$ cat config.mk
export PLATFORM = sky130hd
export DESIGN_NAME = nr_divider
export DESIGN_NICKNAME = d
export VERILOG_FILES = /design/src/rtl/nrdiv_pkg.sv /design/src/rtl/nrdiv_datapath.sv /design/src/rtl/nrdiv_control.sv /design/src/rtl/nr_divider.sv
export SDC_FILE = /design/constraint.sdc
export NUM_CORES = 1
export LEC_CHECK = 0
export ABC_CLOCK_PERIOD_IN_PS = 3800
export BUFFER_PORTS_ARGS = -buffer_cell sky130_fd_sc_hd__buf_2
export CAP_MARGIN = 20
export CORE_AREA = 2 2 90 92
export DETAILED_ROUTE_END_ITERATION = 8
export DIE_AREA = 0 0 92 94
export GPL_ROUTABILITY_DRIVEN = 0
export MAX_ROUTING_LAYER = met4
export PLACE_DENSITY = 0.53
export SLEW_MARGIN = 0
export SYNTH_ARGS = -nofsm -noshare
export SYNTH_HDL_FRONTEND = slang
export SYNTH_HIERARCHICAL = 1
export SYNTH_SLANG_ARGS = --single-unit
$ cat constraint.sdc
create_clock -name clk -period 3.8 [get_ports clk]
set_clock_uncertainty 0.2 [all_clocks]
set_input_delay 0.57 -clock clk [delete_from_list [all_inputs] [get_ports clk]]
set_output_delay 0.57 -clock clk [all_outputs]
set_load 0.005 [all_outputs]
$ cat src/rtl/nrdiv_pkg.sv
package nrdiv_pkg;
  typedef struct packed {
    logic load;
    logic step;
    logic fix;
  } nrdivStrb_t;

  typedef enum logic [1:0] {
    ST_IDLE = 2'd0,
    ST_RUN  = 2'd1,
    ST_FIX  = 2'd2,
    ST_FIN  = 2'd3
  } nrdivState_t;
endpackage

$ cat src/rtl/nrdiv_datapath.sv
module nrdiv_datapath
  import nrdiv_pkg::*;
#(
  parameter int W = 8
) (
  input  logic             clk,
  input  logic             rstN,
  input  nrdivStrb_t       strb,
  input  logic [2*W-1:0]   dividend,
  input  logic [W-1:0]     divisor,
  output logic             nextSign,
  output logic             sign,
  output logic             zeroDiv,
  output logic             tooBig,
  output logic [W-1:0]     quotient,
  output logic [W-1:0]     remainder,
  output logic             divByZero,
  output logic             overflow
);
  localparam int AW = W + 1;

  logic [AW-1:0] accR;      // sign bit on top of the accumulator
  logic [W-1:0]  mqR;
  logic [W-1:0]  dvR;
  logic          dbzR, ovfR;

  logic [AW-1:0] shifted, extDiv, stepRes, fixRes;
  logic [W-1:0]  upperHalf;
  logic          errLoad;

  assign upperHalf = dividend[2*W-1:W];
  assign zeroDiv   = (divisor == '0);
  assign tooBig    = (upperHalf >= divisor);
  assign errLoad   = zeroDiv || tooBig;

  // One shift plus add or subtract, picked by the sign of the previous step
  assign shifted  = {accR[W-1:0], mqR[W-1]};
  assign extDiv   = {1'b0, dvR};
  assign stepRes  = accR[W] ? (shifted + extDiv) : (shifted - extDiv);
  assign fixRes   = accR + extDiv;
  assign nextSign = stepRes[W];

  always_ff @(posedge clk or negedge rstN) begin
    if (!rstN) begin
      accR <= '0;
      mqR  <= '0;
      dvR  <= '0;
      dbzR <= 1'b0;
      ovfR <= 1'b0;
    end else if (strb.load) begin
      dvR  <= divisor;
      accR <= {1'b0, upperHalf};
      mqR  <= errLoad ? '1 : dividend[W-1:0];
      dbzR <= zeroDiv;
      ovfR <= tooBig && !zeroDiv;
    end else if (strb.step) begin
      accR <= stepRes;
      mqR  <= {mqR[W-2:0], ~stepRes[W]};
    end else if (strb.fix) begin
      accR <= fixRes;
    end
  end

  assign sign      = accR[W];
  assign quotient  = mqR;
  assign remainder = accR[W-1:0];
  assign divByZero = dbzR;
  assign overflow  = ovfR;

  AST_FIX_POSITIVE: assert property (@(posedge clk) disable iff (!rstN)
    strb.fix |=> !sign);

  AST_HOLD_RESULT: assert property (@(posedge clk) disable iff (!rstN)
    !(strb.load || strb.step || strb.fix) |=>
      ($stable(mqR) && $stable(accR) && $stable(dbzR) && $stable(ovfR)));

  AST_FLAGS_EXCLUSIVE: assert property (@(posedge clk) disable iff (!rstN)
    !(dbzR && ovfR));
endmodule

$ cat src/rtl/nrdiv_control.sv
module nrdiv_control
  import nrdiv_pkg::*;
#(
  parameter int W = 8
) (
  input  logic        clk,
  input  logic        rstN,
  input  logic        start,
  input  logic        nextSign,
  input  logic        sign,
  input  logic        zeroDiv,
  input  logic        tooBig,
  output nrdivStrb_t  strb,
  output logic        done
);
  localparam int CW = $clog2(W + 1);
  localparam logic [CW-1:0] LAST = CW'(W - 1);

  nrdivState_t stateR, stateNx;
  logic [CW-1:0] cntR;

  always_comb begin
    strb      = '0;
    strb.load = (stateR == ST_IDLE) && start;
    strb.step = (stateR == ST_RUN);
    strb.fix  = (stateR == ST_FIX);
  end

  always_comb begin
    stateNx = stateR;
    unique case (stateR)
      ST_IDLE: if (start) stateNx = (zeroDiv || tooBig) ? ST_FIN : ST_RUN;
      ST_RUN:  if (cntR == LAST) stateNx = nextSign ? ST_FIX : ST_FIN;
      ST_FIX:  stateNx = ST_FIN;
      ST_FIN:  stateNx = ST_IDLE;
      default: stateNx = ST_IDLE;
    endcase
  end

  always_ff @(posedge clk or negedge rstN) begin
    if (!rstN) begin
      stateR <= ST_IDLE;
      cntR   <= '0;
    end else begin
      stateR <= stateNx;
      if (strb.load)      cntR <= '0;
      else if (strb.step) cntR <= cntR + 1'b1;
    end
  end

  assign done = (stateR == ST_FIN);

  AST_DONE_PULSE: assert property (@(posedge clk) disable iff (!rstN)
    done |=> !done);

  AST_FIX_ONLY_NEG: assert property (@(posedge clk) disable iff (!rstN)
    (stateR == ST_FIX) |-> sign);

  AST_STEP_BOUND: assert property (@(posedge clk) disable iff (!rstN)
    (stateR == ST_RUN) |-> (cntR < CW'(W)));

  AST_BUSY_IGNORE: assert property (@(posedge clk) disable iff (!rstN)
    (stateR != ST_IDLE) |-> !strb.load);
endmodule

$ cat src/rtl/nr_divider.sv
module nr_divider
  import nrdiv_pkg::*;
#(
  parameter int W = 8
) (
  input  logic           clk,
  input  logic           rstN,
  input  logic           start,
  input  logic [2*W-1:0] dividend,
  input  logic [W-1:0]   divisor,
  output logic           done,
  output logic [W-1:0]   quotient,
  output logic [W-1:0]   remainder,
  output logic           divByZero,
  output logic           overflow
);
  nrdivStrb_t strb;
  logic nextSign, sign, zeroDiv, tooBig;

  nrdiv_control #(.W(W)) u_ctrl (
    .clk(clk), .rstN(rstN), .start(start),
    .nextSign(nextSign), .sign(sign), .zeroDiv(zeroDiv), .tooBig(tooBig),
    .strb(strb), .done(done)
  );

  nrdiv_datapath #(.W(W)) u_dp (
    .clk(clk), .rstN(rstN), .strb(strb),
    .dividend(dividend), .divisor(divisor),
    .nextSign(nextSign), .sign(sign), .zeroDiv(zeroDiv), .tooBig(tooBig),
    .quotient(quotient), .remainder(remainder),
    .divByZero(divByZero), .overflow(overflow)
  );

  AST_DONE_FLAGS: assert property (@(posedge clk) disable iff (!rstN)
    !(divByZero && overflow));
endmodule

==> results.py, run 1 <==
metrics = {
    "outcome": {
        "status": "finished, final reports clean",
    },
    "pwr": {
        "p_sw_uw": 1610,
        "p_leak_uw": 0.00149,
        "p_int_uw": 1810,
        "pwr-share-seq": 0.216,
        "p_sw_frac": 0.471,
        "power_density_nw_per_um2": 1110,
        "ir_drop_mv": 0.316,
        "clkPwrFrac": 0.105,
        "p_comb_frac": 0.679,
    },
    "routing": {
        "wire_per_inst_um": 15.3,
        "postRouteAntennaNets": 0,
        "initialDrtViolationCount": 77,
        "vias": 2313,
        "wirelength_um": 6850,
        "drc": 0,
        "vias_per_cell": 5.16,
        "drtPass1Iterations": 4,
    },
    "timing": {
        "fin_crit_ns": 3.20,
        "fin_worst_hold_slack_ns": 0.156,
        "fin_crit_sh": 0.841,
        "setup_tns_ns": 0,
        "setup_ws_ns": 0.604,
        "clock.fmax_mhz": 313,
        "slew_headroom": 0.340,
        "setup_viol": 0,
        "rsz0062_at_grt": "false",
        "slew_violations": 0,
        "worst_slew_pin_slew_ns": 0.982,
        "finalHoldViolations": 0,
    },
    "cts": {
        "clk_pin_slew_worst_paths_ns": 0.08,
        "worstSkewPairLatency_ns": 0.29,
        "cts_buffers": 5,
        "cts.sinks": 33,
        "clockBufferDepth": 2,
        "post_cts_buffers": 0,
        "htree_levels": 2,
        "cts_hold_buffers": 0,
        "root_buffer": "clkbuf_8",
        "cts_resized": 0,
        "cts_tree": "yes",
    },
    "worst_hold_path": {
        "hold_path_class": "in2async",
    },
    "synth": {
        "synth_cells": 301,
        "ys_ff_latch": 33,
        "syn_avg_cell_area_sq_um": 8.76,
        "synthesis.nets": 361,
        "yosys_warnings": 6,
        "synth.distinct_cells": 49,
        "netlist_area_sq_um": 2640,
        "synth_edf_count": 0,
        "async_reset_ff_frac": 1.00,
        "yosysSeqAreaShare": 0.313,
        "synthFlopType": "dfrtp_1",
    },
    "grt": {
        "track_usage": 0.175,
        "grt_pass1_wl_um": 11600,
        "grt_max_degree": 34,
        "grt_antenna_before_repair": 0,
        "grt-ovfl-total": 0,
        "first_global_vias": 2310,
    },
    "final_layout": {
        "stdcell_count": 448,
        "final_common_cell": "buf_2",
        "fin_nets": 405,
        "layout_common_cells": "45 x buf_2, 33 x dfrtp_1, 31 x ha_1",
        "final_area_sq_um": 3080,
        "fillers": 820,
        "drive_above_1_share": 0.202,
        "seqCellArea_sq_um": 826,
        "multiInputGateArea_sq_um": 1680,
        "antenna_cells": 0,
        "syn2layout_area_growth_pct": 17.0,
    },
    "setup_path": {
        "r2r_setup_slack_ns": 0.60,
        "r2r-end": "u_ctrl/stateR[0]$_DFFE_PN0P_",
        "cp.required_ns": 3.76,
        "path_class": "reg2reg",
        "crit_chain": "inv_1, ha_1, nor3b_1, nor2_1, xnor2_1, ha_1, nand2_1, o21ai_0, nor3b_1, a21oi_1, xnor2_1, inv_1, inv_1, a211oi_1, a22oi_1",
        "cp_num_cells": 15,
        "crit_path_top_delay_cell": "dfrtp_1",
        "critPathMaxStageDelay_ns": 0.45,
        "worstSetupStartpointType": "register",
        "r2r_start": "u_dp/dvR[1]$_DFFE_PN0P_",
        "cp_common_cell": "inv_1",
        "path_delay_family": "simple AND/OR/NAND/NOR gates",
        "crit_path_end_kind": "register",
        "r2r_cells": 15,
        "critPathBufInv": 3,
        "cp_data_arrival_time_ns": 3.16,
        "cp_max_fo": 6,
    },
    "placement": {
        "dp.cells": 440,
        "io_buffers": 45,
        "dpl_cell_area_sq_um": 2960,
        "post-place-ws_ns": 0.626,
        "dp_hpwl_um": 5280,
    },
    "floorplanning": {
        "core_region_area_sq_um": 7610,
        "start_util": 0.347,
        "io_pins": 46,
        "die_w_um": 92,
        "die_area_sq_um": 8650,
        "dieHeight_um": 94,
        "rows": 32,
    },
    "run": {
        "drv_cap": 0,
    },
}
[sequential cells by signal, summed over array words and instances (netlist names)]
name and cells:
u_ctrl/cntR 4, u_ctrl/stateR 2, u_dp/quotient 8, u_dp/accR 9
u_dp/dvR 8, u_dp/divByZero 1, u_dp/overflow 1
[per-stage QoR]
stage	total power (uW)	util
final	3430	0.405
after global routing	3830	0.405
after CTS	3440	0.405
after global placement	3050	0.390
after detailed placement	3060	0.390
after floorplan	2510	-
[cells in the mapped netlist (2+ instances only)]
cell / n / area (sq um)
a211oi_1: 8 / 60.1
a211oi_2: 2 / 25.0
a21o_1: 6 / 45.0
a21oi_1: 22 / 110
a221oi_1: 3 / 26.3
and2_1: 3 / 18.8
and3_1: 2 / 12.5
buf_2: 2 / 10.0
clkbuf_1: 8 / 30.0
dfrtp_1: 33 / 826
fa_1: 2 / 40.0
ha_1: 31 / 388
inv_1: 22 / 82.6
mux2_2: 7 / 78.8
mux2i_1: 4 / 40.0
nand2_1: 26 / 97.6
nor2_1: 30 / 113
nor2b_1: 4 / 25.0
nor3_1: 6 / 30.0
nor3b_1: 2 / 15.0
o21a_1: 4 / 30.0
o21ai_0: 20 / 100
o21ai_1: 7 / 35.0
o21bai_1: 2 / 15.0
o22ai_1: 2 / 12.5
or3_1: 2 / 12.5
or4_1: 2 / 15.0
xnor2_1: 7 / 61.3
xor2_1: 12 / 105
[power by group through the flow]
stage	Sequential [uW]	Combinational (uW)	Clock (uW)
after CTS	744	2330	371
after detailed placement	748	2320	0
after global routing	772	2670	384
after floorplan	693	1820	0
after global placement	745	2300	0
final	739	2330	360
[worst reg2reg max path, stage by stage, from the launching register on]
cell	delay, ns
dfrtp_1	0.45
inv_1	0.11
ha_1	0.16
nor3b_1	0.30
nor2_1	0.09
xnor2_1	0.13
ha_1	0.33
nand2_1	0.11
o21ai_0	0.12
nor3b_1	0.31
a21oi_1	0.13
xnor2_1	0.19
inv_1	0.08
inv_1	0.03
a211oi_1	0.23
a22oi_1	0.09
[final cells by class]
type                            instances  area share
Tap cell                              102      0.0414
Timing Repair Buffer                   48      0.0803
Sequential cell                        33       0.268
Clock buffer                            6      0.0268
Clock inverter                          2      0.0122
Inverter                               22      0.0268
Multi-Input combinational cell        235       0.545
[routing by layer]
layer	global-route usage	wire length, um
met5	-	0
met4	0.0460	70
met3	0.0289	287
met2	0.294	3230
met1	0.222	3260
[kinds of logic (layout without fill, tap and decap cells)]
logic type                 Yosys count  in the layout  share of synthesized area
muxes                               12             12                     0.0508
buffers and inverters               33             78                     0.0494
adders and majority gates           33             33                      0.162
and+or+nand+nor                     82             82                      0.140
AOI/OAI and AO/OA                   89             89                      0.221
xor gates and xnor gates            19             19                     0.0631
DFF                                 33             33                      0.313
[how the worst max path moves through the flow]
stage / from / endpoint
floorplan: u_dp/dvR[1]$_DFFE_PN0P_ / u_ctrl/stateR[0]$_DFFE_PN0P_
global placement: u_dp/dvR[1]$_DFFE_PN0P_ / u_ctrl/stateR[0]$_DFFE_PN0P_
detailed placement: u_dp/dvR[1]$_DFFE_PN0P_ / u_ctrl/stateR[0]$_DFFE_PN0P_
CTS: u_dp/dvR[1]$_DFFE_PN0P_ / u_ctrl/stateR[0]$_DFFE_PN0P_
global route: u_dp/dvR[1]$_DFFE_PN0P_ / u_ctrl/stateR[0]$_DFFE_PN0P_
finish: u_dp/dvR[1]$_DFFE_PN0P_ / u_ctrl/stateR[0]$_DFFE_PN0P_
Power figures use the tool's default switching activity.
==> run 2: changes to the inputs <==
ABC_CLOCK_PERIOD_IN_PS = 2700   (was 3800)
PLACE_DENSITY = 0.55   (was 0.53)
clock period = 2.7 ns   (was 3.8 ns; I/O delays follow)
==> run 2 against run 1 <==
The flow now finishes with violations (setup timing). Hold slack got worse by 0.15 ns. Worst setup slack got worse by 0.66 ns. Critical path type unchanged. Largest cell class unchanged. Clock-buffer cell count unchanged. Wire length increased by 5.0%. Global-route usage increased by 0.14 points. First-iteration DRC count increased by 10%. Sequential cell count unchanged. Critical path depth decreased by 3. Non-clock buffer count increased by 24. Die area unchanged. Via count increased by 3.4%. Sequential share of layout area decreased by 2.6 points.
==> results.py, run 2 (synthesis results as in run 1) <==
metrics = {
    "outcome": {
        "status": "finished with violations",
        "violations": "setup timing",
    },
    "timing": {
        "setup_viol": 2,
        "slew_headroom": 0.456,
        "fin_crit_sh": 1.02,
        "fin_crit_ns": 2.76,
        "clock.fmax_mhz": 363,
        "worst_slew_pin_slew_ns": 0.817,
        "finalHoldViolations": 0,
        "setup_ws_ns": -0.0559,
        "rsz0062_at_grt": "true",
        "slew_violations": 0,
    },
    "grt": {
        "grt_pass1_wl_um": 11600,
        "track_usage": 0.177,
        "grt-ovfl-total": 0,
        "first_global_vias": 2327,
        "grt_antenna_before_repair": 0,
        "grt_max_degree": 34,
    },
    "final_layout": {
        "fillers": 794,
        "antenna_cells": 0,
        "largest_register_ffs": 9,
        "final_common_cell": "buf_2",
        "fin_util": 0.449,
        "fin_nets": 429,
        "multiInputGateArea_sq_um": 1830,
        "drive_above_1_share": 0.327,
        "layout_common_cells": "45 x buf_2, 33 x dfrtp_1, 29 x ha_1",
        "syn2layout_area_growth_pct": 29.6,
        "seqCellArea_sq_um": 826,
        "top_register": "u_dp/accR",
    },
    "floorplanning": {
        "core_region_area_sq_um": 7610,
        "dieHeight_um": 94,
        "io_pins": 46,
        "rows": 32,
        "die_w_um": 92,
        "die_area_sq_um": 8650,
        "start_util": 0.347,
    },
    "routing": {
        "met1_length_um": 3440,
        "wirelength_um": 7190,
        "wire_per_inst_um": 15.2,
        "vias_per_cell": 5.07,
        "routed-wl-met2_um": 3420,
        "wl_met3_um": 273,
        "initialDrtViolationCount": 85,
        "drtPass1Iterations": 4,
        "postRouteAntennaNets": 0,
        "highest_layer": "met4",
        "drc": 0,
        "vias": 2392,
    },
    "cts": {
        "cts_buffers": 5,
        "root_buffer": "clkbuf_8",
        "clk_pin_slew_worst_paths_ns": 0.08,
        "worstSkewPairLatency_ns": 0.29,
        "htree_levels": 2,
        "clockBufferDepth": 2,
        "cts_tree": "yes",
        "cts.sinks": 33,
    },
    "worst_hold_path": {
        "hold_path_class": "in2async",
    },
    "setup_path": {
        "path_class": "reg2reg",
        "cp_data_arrival_time_ns": 2.73,
        "crit_path_top_delay_cell": "dfrtp_1",
        "worstSetupStartpointType": "register",
        "cp.required_ns": 2.68,
        "critPathBufInv": 1,
        "path_delay_family": "simple AND/OR/NAND/NOR gates",
        "critPathMaxStageDelay_ns": 0.43,
        "crit_path_end_kind": "register",
        "crit_chain": "inv_2, ha_4, nor3b_4, nor2_1, xnor2_1, ha_1, nand2_2, o21ai_2, o31a_1, or3_4, a41oi_2, nand2_1",
        "cp_max_fo": 3,
    },
    "placement": {
        "io_buffers": 45,
        "dp_hpwl_um": 5270,
    },
    "run": {
        "drv_cap": 0,
    },
}
[run 2: final timing paths]
| kind | start | to | slack [ns] | depth (start not counted) |
|---|---|---|---|---|
| min in group clk | divisor[0] | u_dp/dvR[0]$_DFFE_PN0P_ | 0.17 | 3 |
| max in group asynchronous | rstN | u_dp/accR[8]$_DFFE_PN0P_ | 1.78 | 1 |
| max reg2reg | u_dp/dvR[1]$_DFFE_PN0P_ | u_dp/accR[7]$_DFFE_PN0P_ | -0.06 | 12 |
| max | u_dp/dvR[1]$_DFFE_PN0P_ | u_dp/accR[7]$_DFFE_PN0P_ | -0.06 | 12 |
| min reg2reg | u_dp/divByZero$_DFFE_PN0P_ | u_dp/divByZero$_DFFE_PN0P_ | 0.31 | 1 |
| min | rstN | u_dp/accR[3]$_DFFE_PN0P_ | 0.007 | 1 |
[run 2: layout make-up]
class                           count  share of cell area
Sequential cell                    33               0.242
Clock buffer                        6              0.0242
Multi-Input combinational cell    235               0.536
Clock inverter                      2              0.0110
Timing Repair Buffer               72               0.125
Tap cell                          102              0.0374
Inverter                           22              0.0242
[run 2: metal layers]
metal / up-vias / global-route usage
li1: 1204 / -
met1: 1138 / 0.229
met2: 46 / 0.292
met3: 4 / 0.0313
met4: 0 / 0.0386
met5: - / -
[run 2: what timing repair did]
action,in CTS,in global routing
endpoints found under the setup margin,5,6
endpoints found under the hold margin,0,0
cloned,0,0
buffers inserted,6,2
pin swaps,11,12
hold buffers,0,0
resized for setup,20,12
[run 2: through the flow]
step / cell area [sq um] / hold slack [ns] / setup slack, ns / instances / setup TNS (ns)
6_report: 3420 / 0.00697 / -0.0559 / 472 / -0.111
2_1_floorplan: 2650 / -0.0906 / -0.0234 / 301 / -0.0234
3_3_place_gp: 3110 / 0.289 / -0.0740 / 458 / -0.143
4_1_cts: 3360 / 0.0321 / -0.0315 / 471 / -0.0315
5_1_grt: 3420 / 0.0573 / -0.188 / 472 / -0.545
3_5_place_dp: 3110 / 0.295 / -0.146 / 458 / -0.365
Power of run 2 is not shown: default switching activity piles up to over one toggle a cycle in this logic, so the estimate is an artifact.
